`src/rtl/cps_pkg.sv`:
```
package cps_pkg;
   typedef enum logic [1:0] {
      CPS_RUN  = 2'd0,
      CPS_GATE = 2'd1,
      CPS_WAKE = 2'd2
   } cps_state_e;
endpackage

```
`src/rtl/cps_core_fsm.sv`:
```
module cps_core_fsm
   import cps_pkg::*;
#(
   parameter int WAKE_W = 8
) (
   input  logic              clk_i,
   input  logic              rst_ni,
   input  logic              sleep_req_i,
   input  logic              wake_req_i,
   input  logic [WAKE_W-1:0] wake_lat_i,
   output logic              gate_en_o,
   output logic              ready_o,
   output logic              waking_o
);
   cps_state_e        state_q;
   logic [WAKE_W-1:0] cnt_q;
   logic              held_q;
   logic              cnt_done;

   assign cnt_done = (cnt_q == '0);

   always_ff @(posedge clk_i or negedge rst_ni) begin
      if (!rst_ni) begin
         state_q <= CPS_RUN;
         cnt_q   <= '0;
         held_q  <= 1'b0;
      end else begin
         case (state_q)
            CPS_RUN: begin
               if (sleep_req_i) state_q <= CPS_GATE;
            end
            CPS_GATE: begin
               if (wake_req_i) begin
                  state_q <= CPS_WAKE;
                  cnt_q   <= wake_lat_i;
                  held_q  <= 1'b0;
               end
            end
            CPS_WAKE: begin
               if (sleep_req_i) held_q <= 1'b1;
               if (cnt_done) begin
                  state_q <= (held_q || sleep_req_i) ? CPS_GATE : CPS_RUN;
                  held_q  <= 1'b0;
               end else begin
                  cnt_q <= cnt_q - 1'b1;
               end
            end
            default: state_q <= CPS_RUN;
         endcase
      end
   end

   assign gate_en_o = (state_q == CPS_GATE);
   assign ready_o   = (state_q == CPS_RUN);
   assign waking_o  = (state_q == CPS_WAKE);

   AST_SLEEP_ENTRY: assert property (@(posedge clk_i) disable iff (!rst_ni)
      (ready_o && sleep_req_i) |=> (gate_en_o && !ready_o));
   AST_WAKE_START: assert property (@(posedge clk_i) disable iff (!rst_ni)
      (gate_en_o && wake_req_i) |=> (waking_o && cnt_q == $past(wake_lat_i)));
   AST_WAKE_COUNT: assert property (@(posedge clk_i) disable iff (!rst_ni)
      (waking_o && !cnt_done) |=> (waking_o && cnt_q == $past(cnt_q) - 1'b1));
   AST_HELD_SLEEP: assert property (@(posedge clk_i) disable iff (!rst_ni)
      (waking_o && cnt_done && held_q) |=> (gate_en_o && !ready_o));
   AST_GATE_IGNORES_SLEEP: assert property (@(posedge clk_i) disable iff (!rst_ni)
      (gate_en_o && !wake_req_i) |=> gate_en_o);
endmodule

```
`src/rtl/cps_freq_sel.sv`:
```
module cps_freq_sel #(
   parameter int FREQ_W      = 3,
   parameter int NUM_LEVELS  = 6,
   parameter int RESET_LEVEL = 0
) (
   input  logic              clk_i,
   input  logic              rst_ni,
   input  logic              hold_i,
   input  logic              req_vld_i,
   input  logic [FREQ_W-1:0] req_idx_i,
   output logic [FREQ_W-1:0] cur_idx_o
);
   logic [FREQ_W-1:0] cur_q;
   logic [FREQ_W-1:0] pend_idx_q;
   logic              pend_q;
   logic              req_ok;
   logic [FREQ_W-1:0] next_idx;

   assign req_ok   = req_vld_i && (int'(req_idx_i) < NUM_LEVELS);
   assign next_idx = req_ok ? req_idx_i : pend_idx_q;

   always_ff @(posedge clk_i or negedge rst_ni) begin
      if (!rst_ni) begin
         cur_q      <= FREQ_W'(RESET_LEVEL);
         pend_idx_q <= FREQ_W'(RESET_LEVEL);
         pend_q     <= 1'b0;
      end else if ((req_ok || pend_q) && !hold_i) begin
         cur_q  <= next_idx;
         pend_q <= 1'b0;
      end else if (req_ok) begin
         pend_idx_q <= req_idx_i;
         pend_q     <= 1'b1;
      end
   end

   assign cur_idx_o = cur_q;

   AST_FREQ_HOLD: assert property (@(posedge clk_i) disable iff (!rst_ni)
      hold_i |=> $stable(cur_idx_o));
   AST_FREQ_RANGE: assert property (@(posedge clk_i) disable iff (!rst_ni)
      int'(cur_idx_o) < NUM_LEVELS);
endmodule

```
`src/rtl/cps_cop_gate.sv`:
```
module cps_cop_gate #(
   parameter int NUM_CORES = 4
) (
   input  logic                 clk_i,
   input  logic                 rst_ni,
   input  logic [NUM_CORES-1:0] on_req_i,
   input  logic [NUM_CORES-1:0] off_req_i,
   output logic [NUM_CORES-1:0] en_o
);
   for (genvar g = 0; g < NUM_CORES; g++) begin : g_cop
      logic en_q;
      always_ff @(posedge clk_i or negedge rst_ni) begin
         if (!rst_ni)           en_q <= 1'b0;
         else if (off_req_i[g]) en_q <= 1'b0;
         else if (on_req_i[g])  en_q <= 1'b1;
      end
      assign en_o[g] = en_q;

      AST_COP_OFF_WINS: assert property (@(posedge clk_i) disable iff (!rst_ni)
         off_req_i[g] |=> !en_o[g]);
      AST_COP_ON: assert property (@(posedge clk_i) disable iff (!rst_ni)
         (on_req_i[g] && !off_req_i[g]) |=> en_o[g]);
   end
endmodule

```
`src/rtl/core_pwr_ctrl.sv`:
```
module core_pwr_ctrl #(
   parameter int NUM_CORES   = 4,
   parameter int NUM_LEVELS  = 6,
   parameter int WAKE_W      = 6,
   parameter int RESET_LEVEL = 0,
   localparam int FREQ_W     = (NUM_LEVELS > 1) ? $clog2(NUM_LEVELS) : 1
) (
   input  logic                 clk_i,
   input  logic                 rst_ni,
   input  logic [WAKE_W-1:0]    wake_lat_i,
   input  logic [NUM_CORES-1:0] sleep_req_i,
   input  logic [NUM_CORES-1:0] wake_req_i,
   input  logic                 freq_req_vld_i,
   input  logic [FREQ_W-1:0]    freq_req_idx_i,
   input  logic [NUM_CORES-1:0] cop_on_req_i,
   input  logic [NUM_CORES-1:0] cop_off_req_i,
   output logic [NUM_CORES-1:0] pgate_en_o,
   output logic [NUM_CORES-1:0] core_ready_o,
   output logic [NUM_CORES-1:0] cop_pwr_en_o,
   output logic [FREQ_W-1:0]    freq_idx_o
);
   if (NUM_CORES < 1)                   begin : g_chk_cores $error("NUM_CORES must be at least 1"); end
   if (NUM_LEVELS < 2)                  begin : g_chk_lvls  $error("NUM_LEVELS must be at least 2"); end
   if (WAKE_W < 1)                      begin : g_chk_wake  $error("WAKE_W must be at least 1"); end
   if (RESET_LEVEL < 0 || RESET_LEVEL >= NUM_LEVELS)
                                        begin : g_chk_rst   $error("RESET_LEVEL out of range"); end

   logic [NUM_CORES-1:0] waking;
   logic                 any_waking;

   for (genvar c = 0; c < NUM_CORES; c++) begin : g_core
      cps_core_fsm #(.WAKE_W(WAKE_W)) u_fsm (
         .clk_i       (clk_i),
         .rst_ni      (rst_ni),
         .sleep_req_i (sleep_req_i[c]),
         .wake_req_i  (wake_req_i[c]),
         .wake_lat_i  (wake_lat_i),
         .gate_en_o   (pgate_en_o[c]),
         .ready_o     (core_ready_o[c]),
         .waking_o    (waking[c])
      );
   end

   assign any_waking = |waking;

   cps_freq_sel #(
      .FREQ_W      (FREQ_W),
      .NUM_LEVELS  (NUM_LEVELS),
      .RESET_LEVEL (RESET_LEVEL)
   ) u_freq (
      .clk_i     (clk_i),
      .rst_ni    (rst_ni),
      .hold_i    (any_waking),
      .req_vld_i (freq_req_vld_i),
      .req_idx_i (freq_req_idx_i),
      .cur_idx_o (freq_idx_o)
   );

   cps_cop_gate #(.NUM_CORES(NUM_CORES)) u_cop (
      .clk_i     (clk_i),
      .rst_ni    (rst_ni),
      .on_req_i  (cop_on_req_i),
      .off_req_i (cop_off_req_i),
      .en_o      (cop_pwr_en_o)
   );

   AST_READY_EXCLUSIVE: assert property (@(posedge clk_i) disable iff (!rst_ni)
      (core_ready_o & (pgate_en_o | waking)) == '0);
endmodule

```
`config.mk`:
```
export PLATFORM = sky130hd
export DESIGN_NAME = core_pwr_ctrl
export DESIGN_NICKNAME = d
export VERILOG_FILES = /design/src/rtl/cps_pkg.sv /design/src/rtl/cps_core_fsm.sv /design/src/rtl/cps_freq_sel.sv /design/src/rtl/cps_cop_gate.sv /design/src/rtl/core_pwr_ctrl.sv
export SDC_FILE = /design/constraint.sdc
export NUM_CORES = 1
export LEC_CHECK = 0
export ABC_AREA = 1
export ABC_CLOCK_PERIOD_IN_PS = 3300
export BUFFER_PORTS_ARGS = -buffer_cell sky130_fd_sc_hd__buf_2
export CAP_MARGIN = 5
export CORE_ASPECT_RATIO = 1.25
export CORE_MARGIN = 2
export CORE_UTILIZATION = 45
export CTS_BUF_LIST = sky130_fd_sc_hd__clkbuf_2
export DETAILED_ROUTE_END_ITERATION = 16
export PLACE_DENSITY_LB_ADDON = 0.12
export SLEW_MARGIN = 20
export SYNTH_ARGS = -nofsm -noshare
export SYNTH_HDL_FRONTEND = slang
export SYNTH_SLANG_ARGS = --single-unit
```
`constraint.sdc`:
```
create_clock -name clk_i -period 3.3 [get_ports clk_i]
set_input_delay 0.165 -clock clk_i [delete_from_list [all_inputs] [get_ports clk_i]]
set_output_delay 0.165 -clock clk_i [all_outputs]
set_load 0.1 [all_outputs]
```
==> results.txt <==
Sequential group share of total power = 0.314
Number of remaining DRC errors = 0
Final Non-Filler Cells = 507
Synthesis Warnings = 0
Synth cell types = 27
Setup Crit Path Kind = reg -> out
Most common cell after layout, fill and taps aside = nand2_1
Leakage = 1.67 nW
Fin. Hold Viols = 0
Initial antenna violation count = 0
Global-route usage over all layers = 0.181
Worst setup SP type = flip-flop
Final instance area = 0.00316 mm^2
Switching Share = 0.565
CTS clock-pin slew for the worst setup and hold paths = 0.24 ns
Slowest CP cell = dfrtp_1
Critical Path End Type = output pin
Largest net degree at the start of global routing = 32
Initial Utilization = 0.460
Fmax = 575 MHz
Clk_lat worst skew = 0.41 ns
DRT iter0 DRCs = 139
Area delta synth->final = 13.0%
Layout cells sized above 1 = 0.185
Global-route wire length before repair = 9760 um
Compound-Gate Fraction of Synth Area = 0.110
Simple-gate share of the synthesized area = 0.317
Mapped Area = 0.00280 mm^2
Clk pwr share = 0.071
RSZ-0062 raised after global routing = no
FP Rows = 32
Clk_skew = 0.0138 ns
DIE AREA = 0.00687 mm^2
Tmin final = 1.74 ns
Pre-Repair DR Iteration Count = 4
Syn Nets = 410
Psw = 1.83 mW
Number of max-slew violations in the final report = 0
CTS sink count = 47
Cells resized by post-CTS repair = 0
Dominant cell type by area after synthesis = dfrtp_1
CP required = 3.13 ns
Comb power frac = 0.615
Antenna diodes = 0
Number of setup buffers added after CTS = 0
Worst r2r path cells = 8
Crit-path max FO = 3
Placer congestion estimate = 0.841
Gate Count Post-Synth = 374
Vias per cell = 4.80
Final ANT Viol Nets = 0
Die X = 74.6 um
Int Pwr = 1.41 mW
Headroom to the max-slew limit = 0.516
Synth Register Bits = 47
Global route total overflow = 0
Most area-consuming cells after synthesis = dfrtp_1, nand2_1, nand3_1
Fin Setup TNS = 0 ns
Num CTS Buffers = 5
Mux cell area share after synthesis = 0
Worst hold path type = in -> reg
Peak per-stage delay on the critical path = 0.54 ns
Boundary Pins = 43
Cell Pwr Density = 1030 mW/mm^2
Deepest clock path buffer count = 2
Die height = 92.2 um
Worst EP arrival = 1.58 ns
Vias in the first global route = 2229
Setup violators final = 0
Area post-placement = 0.00300 mm^2
Commonest cells after routing, fill and taps aside = nand2_1, dfrtp_1, inv_1
H-tree depth = 2
Wirelength per Cell = 11.5 um
Core ar. = 0.00609 mm^2
Routed wire length = 5820 um
Max IR drop VDD = 0.845 mV
CTS tree = yes
Adder-Cell Fraction of Synth Area = 0.0357
Seq/Total Area, Yosys = 0.420
Nets@finish = 458
Hold Path Depth = 5
Status = finished clean
Post-Place Cells = 487
Crit-path cells = inv_2 -> nor2_4 -> buf_2
Final period util = 0.527
Max-cap violations = 0
Buffers on Ports = 42
CTS root buffer = clkbuf_2
Largest family of logic cells by synthesized area = simple AND/OR/NAND/NOR gates
Least-Margin Pin Slew = 0.726 ns
Post-detail-place hpwl = 4170 um
Syn Area/Cell = 7.49 um^2
Xor-xnor portion of the synthesized cell area = 0.00626
Synth top area share = 0.420
Vias = 2436
==> worst max-delay path, delay by kind of cell (launching register included) <==
| kind | cells | cell delay, ns |
|---|---|---|
| buffers and inverters | 2 | 0.51 |
| DFF | 1 | 0.54 |
| and+or+nand+nor | 1 | 0.10 |
==> final cells by class <==
cell class / count / area [um^2]
clock inverters: 2 / 8.76
flip-flops and latches: 47 / 1180
clock buffers: 5 / 25.0
inverters: 48 / 185
well taps: 85 / 106
fillers: 630 / 2920
repair buffers: 56 / 348
multi-input cells: 264 / 1310
==> worst paths after layout <==
kind | from | slack (ns) | to
worst max-delay path | g_core[2].u_fsm.state_q[0] | 1.56 | pgate_en_o[2]
worst min-delay path | sleep_req_i[2] | 0.05 | g_core[2].u_fsm.state_q[0]
worst max register to register | g_core[0].u_fsm.state_q[0] | 1.61 | g_core[0].u_fsm.cnt_q[5]
worst min register to register | u_freq.cur_idx_o[1] | 0.51 | u_freq.cur_idx_o[1]
max in group asynchronous | rst_ni | 2.30 | u_freq.cur_idx_o[2]
min in group asynchronous | rst_ni | 0.30 | g_core[0].u_fsm.state_q[0]
==> flip-flops by register name, indices dropped and copies added, names as in the netlist <==
name,flops
g_core.u_fsm.cnt_q,24
u_cop.g_cop.en_q,4
u_freq.pend_idx_q,3
g_core.u_fsm.state_q,8
u_freq.pend_q,1
u_freq.cur_idx_o,3
g_core.u_fsm.held_q,4
==> power groups by stage <==
stage               Sequential [mW]  Combinational (mW)  Clock, mW
floorplan                      1.10                1.68          0
CTS                            1.02                2.01      0.241
detailed placement             1.03                2.00          0
finish                         1.02                1.99      0.229
global placement               1.03                1.97          0
global route                   1.06                2.23      0.262
==> synthesized netlist by cell type, drive strengths merged <==
cell	count
xor2	2
a21boi	5
or2	4
inv	48
nand4	3
o22ai	4
o21ai	37
nand3	34
nand3b	1
dfrtp	47
nor2	44
nand2	111
buf	15
nor3	2
ha	8
a21oi	9
==> metal layers <==
layer,track usage,share of wire,up-vias
met1,0.232,0.47,1105
met4,0.0491,0.013,0
li1,-,-,1264
met2,0.311,0.47,61
met3,0.0297,0.045,6
met5,0,0,-
==> per-stage QoR <==
| stage | setup WS (ns) | utilization | hold slack [ns] | total power [mW] |
|---|---|---|---|---|
| CTS | 1.52 | 0.520 | 0.0162 | 3.27 |
| floorplan | 2.06 | - | -0.131 | 2.78 |
| global placement | 1.72 | 0.493 | 0.271 | 3.00 |
| finish | 1.56 | 0.520 | 0.0474 | 3.24 |
| detailed placement | 1.64 | 0.493 | 0.271 | 3.03 |
| global route | 1.41 | 0.520 | 0.0362 | 3.55 |
==> cell families after synthesis <==
group / count (synthesis)
XOR/XNOR: 2
flip-flops: 47
AND/OR/NAND/NOR: 199
AO/OA/AOI/OAI: 55
buffers and inverters: 63
adder cells (fa/ha/maj): 8
==> repair_timing <==
item | in CTS | in global routing
endpoints found under the hold margin | 38 | 0
hold buffers | 13 | 0
setup endpoints to repair | 0 | 0
Note: power is estimated with default switching activity, not from simulation.
